==> config.mk <==
export PLATFORM = sky130hd
export DESIGN_NAME = irq_aggregator
export DESIGN_NICKNAME = d
export VERILOG_FILES = /design/src/rtl/irq_agg_pkg.sv /design/src/rtl/irq_group.sv /design/src/rtl/irq_ctrl.sv /design/src/rtl/irq_aggregator.sv
export SDC_FILE = /design/constraint.sdc
export NUM_CORES = 1
export LEC_CHECK = 0
export BUFFER_PORTS_ARGS = -buffer_cell sky130_fd_sc_hd__buf_4
export CORE_MARGIN = 2
export CORE_UTILIZATION = 61
export DETAILED_ROUTE_END_ITERATION = 10
export PLACE_DENSITY = 0.86
export SYNTH_ARGS = -nofsm -noshare
export SYNTH_HDL_FRONTEND = slang
export SYNTH_HIERARCHICAL = 1
export SYNTH_SLANG_ARGS = --single-unit
==> constraint.sdc <==
create_clock -name clk_i -period 2.41 [get_ports clk_i]
set_input_delay 0.3615 -clock clk_i [delete_from_list [all_inputs] [get_ports clk_i]]
set_output_delay 0.3615 -clock clk_i [all_outputs]
set_load 0.02 [all_outputs]
==> src/rtl/irq_agg_pkg.sv <==
package irq_agg_pkg;
  localparam int unsigned CTRL_SUSPEND_BIT = 0;
  localparam int unsigned CTRL_ACK_BIT     = 1;

  typedef struct packed {
    logic ack;
    logic suspend;
  } ctrl_t;
endpackage

==> src/rtl/irq_group.sv <==
module irq_group #(
  parameter int unsigned W = 8
) (
  input  logic         clk_i,
  input  logic         rst_ni,
  input  logic [W-1:0] evt_i,
  input  logic         en_wr_i,
  input  logic [W-1:0] wdata_i,
  input  logic         rd_clr_i,
  input  logic         clr_all_i,
  output logic [W-1:0] status_o,
  output logic [W-1:0] en_o
);
  logic [W-1:0] en_q, status_q, set_w;

  assign set_w = evt_i & en_q;

  always_ff @(posedge clk_i or negedge rst_ni) begin
    if (!rst_ni) begin
      en_q <= '0;
    end else if (en_wr_i) begin
      en_q <= wdata_i;
    end
  end

  always_ff @(posedge clk_i or negedge rst_ni) begin
    if (!rst_ni) begin
      status_q <= '0;
    end else if (clr_all_i) begin
      status_q <= '0;
    end else begin
      status_q <= (rd_clr_i ? '0 : status_q) | set_w;
    end
  end

  assign status_o = status_q;
  assign en_o     = en_q;

  // disabled sources never raise a status bit
  p_masked_no_set_r3: assert property (@(posedge clk_i) disable iff (!rst_ni)
    ((status_q & ~$past(status_q) & ~$past(en_q)) == '0));

  p_read_clears_r4: assert property (@(posedge clk_i) disable iff (!rst_ni)
    (rd_clr_i && !clr_all_i && (evt_i & en_q) == '0) |=> (status_q == '0));

  p_event_kept_r5: assert property (@(posedge clk_i) disable iff (!rst_ni)
    (rd_clr_i && !clr_all_i) |=>
      ((status_q & $past(evt_i & en_q)) == $past(evt_i & en_q)));
endmodule

==> src/rtl/irq_ctrl.sv <==
module irq_ctrl
  import irq_agg_pkg::*;
(
  input  logic  clk_i,
  input  logic  rst_ni,
  input  logic  wr_i,
  input  ctrl_t wdata_i,
  output ctrl_t ctrl_o,
  output logic  ack_pulse_o
);
  ctrl_t ctrl_q;

  always_ff @(posedge clk_i or negedge rst_ni) begin
    if (!rst_ni) begin
      ctrl_q <= '0;
    end else if (wr_i) begin
      ctrl_q <= wdata_i;
    end
  end

  // any change of the acknowledge bit counts as an acknowledge
  assign ack_pulse_o = wr_i && (wdata_i.ack != ctrl_q.ack);
  assign ctrl_o      = ctrl_q;

  p_ack_follows_write_r7: assert property (@(posedge clk_i) disable iff (!rst_ni)
    ack_pulse_o |=> (ctrl_q.ack != $past(ctrl_q.ack)));
endmodule

==> src/rtl/irq_aggregator.sv <==
module irq_aggregator
  import irq_agg_pkg::*;
#(
  parameter int unsigned NUM_GRP = 4,
  parameter int unsigned GRP_W   = 8,
  parameter int unsigned ADDR_W  = 4
) (
  input  logic                     clk_i,
  input  logic                     rst_ni,
  input  logic [NUM_GRP*GRP_W-1:0] evt_i,
  input  logic                     clr_ni,
  input  logic [ADDR_W-1:0]        addr_i,
  input  logic                     wr_i,
  input  logic                     rd_i,
  input  logic [GRP_W-1:0]         wdata_i,
  output logic [GRP_W-1:0]         rdata_o,
  output logic                     irq_oe_o,
  output logic                     irq_o
);
  localparam int unsigned EN_BASE   = NUM_GRP;
  localparam int unsigned CTRL_ADDR = 2 * NUM_GRP;

  logic [NUM_GRP-1:0][GRP_W-1:0] status_w, en_w;
  logic [NUM_GRP-1:0]            pend_w;
  logic                          ctrl_sel, ack_pulse;
  ctrl_t                         ctrl_q, ctrl_wdata;

  assign ctrl_sel   = (addr_i == ADDR_W'(CTRL_ADDR));
  assign ctrl_wdata = ctrl_t'(wdata_i[1:0]);

  irq_ctrl i_ctrl (
    .clk_i       (clk_i),
    .rst_ni      (rst_ni),
    .wr_i        (wr_i && ctrl_sel),
    .wdata_i     (ctrl_wdata),
    .ctrl_o      (ctrl_q),
    .ack_pulse_o (ack_pulse)
  );

  for (genvar g = 0; g < NUM_GRP; g++) begin : g_grp
    logic stat_sel, en_sel;
    assign stat_sel = (addr_i == ADDR_W'(g));
    assign en_sel   = (addr_i == ADDR_W'(EN_BASE + g));

    irq_group #(.W(GRP_W)) i_grp (
      .clk_i     (clk_i),
      .rst_ni    (rst_ni),
      .evt_i     (evt_i[g*GRP_W +: GRP_W]),
      .en_wr_i   (wr_i && en_sel),
      .wdata_i   (wdata_i),
      .rd_clr_i  ((rd_i && stat_sel) || ack_pulse),
      .clr_all_i (!clr_ni),
      .status_o  (status_w[g]),
      .en_o      (en_w[g])
    );
    assign pend_w[g] = |status_w[g];
  end

  always_comb begin
    rdata_o = '0;
    for (int g = 0; g < NUM_GRP; g++) begin
      if (addr_i == ADDR_W'(g))           rdata_o = status_w[g];
      if (addr_i == ADDR_W'(EN_BASE + g)) rdata_o = en_w[g];
    end
    if (ctrl_sel) rdata_o[1:0] = ctrl_q;
  end

  assign irq_oe_o = (|pend_w) && !ctrl_q.suspend;
  assign irq_o    = 1'b0;

  p_suspend_gates_r8: assert property (@(posedge clk_i) disable iff (!rst_ni)
    ctrl_q.suspend |-> !irq_oe_o);

  p_floats_when_clear_r6: assert property (@(posedge clk_i) disable iff (!rst_ni)
    (status_w == '0) |-> !irq_oe_o);

  p_ext_clear_r9: assert property (@(posedge clk_i) disable iff (!rst_ni)
    !clr_ni |=> (status_w == '0));

  p_ack_clear_r7: assert property (@(posedge clk_i) disable iff (!rst_ni)
    (ack_pulse && clr_ni && evt_i == '0) |=> (status_w == '0));
endmodule

==> results.ini <==
[outcome]
status=completed

[place]
placed_cells=434
finalWeightedCongestion=0.8499
io_buffer_count=57
dp_hpwl_mm=6.338

[sta]
rsz0062_at_grt=false
fin_skew_ps=5.609
maxSlewHeadroom_pct=46.22
setup_viol=0
slew_violations=0
fmax_ghz=0.4804
fin_crit_ps=2082
timing.final.crit_share_pct=86.37
fin_setup_tns_ps=0
tightest_slew_ps=806.7
final-hold-violation-count=0

[logic_synthesis]
synth_warnings=6
synth_seq_area_share_pct=46.81
synth_cells=313
ys_types=39
synth_area_per_cell_um2=11.27
synth.ff_latch_count=66
syn_area_mm2=0.003528
syn_nets=362

[clock_tree]
cts_root_buffer=clkbuf_8
holdBufCountCts=0
cts-buffers-inserted=9
clock_sinks=66
ctsResizeCount=0
cts.clk_slew.worst_paths_ps=70
post_cts_buffers=0
cts_tree=done
htreeDepth=3
worstSkewPairLatency_ps=350
clk_path_buf_depth=2

[worst_setup_path]
critPathCaptureType=output port
r2r_slack_ps=850
rr_worst_depth=5
crit_buf_inv=2
start_kind=primary input
critical_path.max_fanout=28
path_depth=5
path_class=primary input to output port
cp.arrival_ps=1720
cp_common_cell=buf_4
crit_required_ps=2050
worstSetupStartpoint=addr_i[2]
cpMaxStageDelayCell=mux4_1
slowest_delay_ps=630
crit_chain=buf_4 > mux4_1 > mux2i_1 > nor2_1 > buf_4
critical-path-top-delay-family=multiplexers
crit_end=rdata_o[2]
reg2reg_to=g_grp[3].i_grp/status_o[6]
r2r-start=i_ctrl/ctrl_o[1]

[floorplanning]
io_pins=59
core.rowCount=27
fp.dieW_um=80.06
die_height_um=80.06
coreArea_mm2=0.005540
initial_core_util_pct=63.69
dieArea_mm2=0.006409

[detailed_routing]
drt_iter0_drc=328
wire_per_inst_um=20.36
drtAntennaViolNets=0
vias_per_cell=6.193
dr.pass1.iters=5
vias=2787
drt_wl_total_mm=9.162
drcViolationCount=0

[power]
peakVddDrop_mv=0.5476
power_density_mw_per_mm2=764.2
p_leak_nw=1.955

[global_routing]
grt_antenna_before_repair=0
grt_max_degree=67
grt_pass1_vias=2883
overflow=0
grt_pass1_wl_mm=14.41
grt.total_usage_pct=30.81

[final_layout]
antenna_cells=0
final_common_cell=buf_4
layout.cells.non_filler=450
nNetsFinal=422
mostFrequentLayoutCells=buf_4 (67), dfrtp_1 (66), a21oi_1 (39), nand2_1 (38), nand2b_1 (33)
syn_to_final_growth_pct=20.21
fillCellCount=370
drive_above_1_share_pct=34.66

[worst_hold_path]
hold_class=primary input to asynchronous set/reset pin

[flow_run]
max_cap_viol_count=0

## registers in the layout, summed over array words and instances, names as in the netlist
signal                flops
g_grp.i_grp/en_o         32
g_grp.i_grp/status_o     32
i_ctrl/ctrl_o             2
## cells by family (layout without fill, tap and decap cells)
group / after synthesis / count (layout) / share of synthesized area, %
AO/OA/AOI/OAI: 61 / 61 / 9.893
AND/OR/NAND/NOR: 111 / 111 / 16.60
XOR/XNOR: 1 / 1 / 0.2483
flip-flops: 66 / 66 / 46.81
other: 1 / 1 / 0.1063
multiplexers: 51 / 51 / 22.48
buffers and inverters: 22 / 87 / 3.865
## report_power, final
part           total [mW]  internal, mW  switching [mW]
logic               0.694         0.400           0.294
registers            1.49          1.30           0.188
clock network        1.06         0.612           0.444
total                3.24          2.32           0.925
## cells in the mapped netlist
master	n	area (um^2)
a21boi_0	2	15.01
a21o_1	2	15.01
a21oi_1	39	195.2
a22o_1	1	8.760
a22oi_1	2	15.01
a31o_2	2	17.52
a31oi_1	2	12.51
and2_1	1	6.260
and2_2	1	7.510
and3b_1	2	17.52
and4b_1	1	10.01
buf_2	7	35.03
buf_4	2	15.01
buf_6	5	56.30
clkbuf_1	4	15.01
conb_1	1	3.750
dfrtp_1	66	1652
inv_1	4	15.01
mux2_2	2	22.52
mux2_4	32	480.5
mux2i_1	8	80.08
mux4_1	2	52.55
mux4_2	7	157.7
nand2_1	38	142.6
nand2b_1	33	206.5
nand3_1	1	5.000
nand3b_1	2	15.01
nand4_1	2	12.51
nor2_1	13	48.80
nor2b_1	1	6.260
nor3_1	4	20.02
nor3b_1	3	22.52
nor4_1	8	50.05
nor4b_2	1	15.01
o211ai_1	2	15.01
o21ai_0	5	25.02
o21ai_1	2	10.01
o32a_1	2	20.02
xor2_1	1	8.760
## stage by stage
stage	setup slack [ps]	hold slack, ps	cell area, um^2	utilization (%)	power (mW)
6_report	328.4	87.90	4242	76.56	3.241
4_1_cts	331.1	125.6	4242	76.56	3.243
5_1_grt	247.8	160.1	4242	76.56	3.374
3_5_place_dp	339.9	503.9	4015	72.47	2.189
3_3_place_gp	355.5	499.2	4015	72.47	2.144
2_1_floorplan	594.7	65.91	3528	-	1.923
## worst min path at each step
stage,start,endpoint,cells past startpoint
floorplan,rst_ni,g_grp[0].i_grp/en_o[0],0
CTS,rst_ni,g_grp[2].i_grp/status_o[0],1
global route,rst_ni,g_grp[2].i_grp/status_o[7],1
detailed placement,rst_ni,g_grp[2].i_grp/status_o[7],1
finish,rst_ni,g_grp[3].i_grp/status_o[7],1
global placement,rst_ni,g_grp[2].i_grp/en_o[7],1
## area by class of cell
cell class	instances	area [um^2]	area share (%)
clock buffers	10	137.6	3.245
clock inverters	6	88.84	2.094
inverters	4	15.01	0.3540
multi-input cells	225	1755	41.39
flip-flops and latches	66	1652	38.94
well taps	72	90.09	2.124
repair buffers	67	503.0	11.86
## per-layer routing
metal / vias up / part of all wire [%] / global-route usage, %
met5: - / 0 / 0
met4: 0 / 3.0 / 17.80
met3: 29 / 6.5 / 5.730
met2: 155 / 50 / 47.42
met1: 1375 / 40 / 41.05
li1: 1228 / - / -
(Power assumes the default switching activity.)
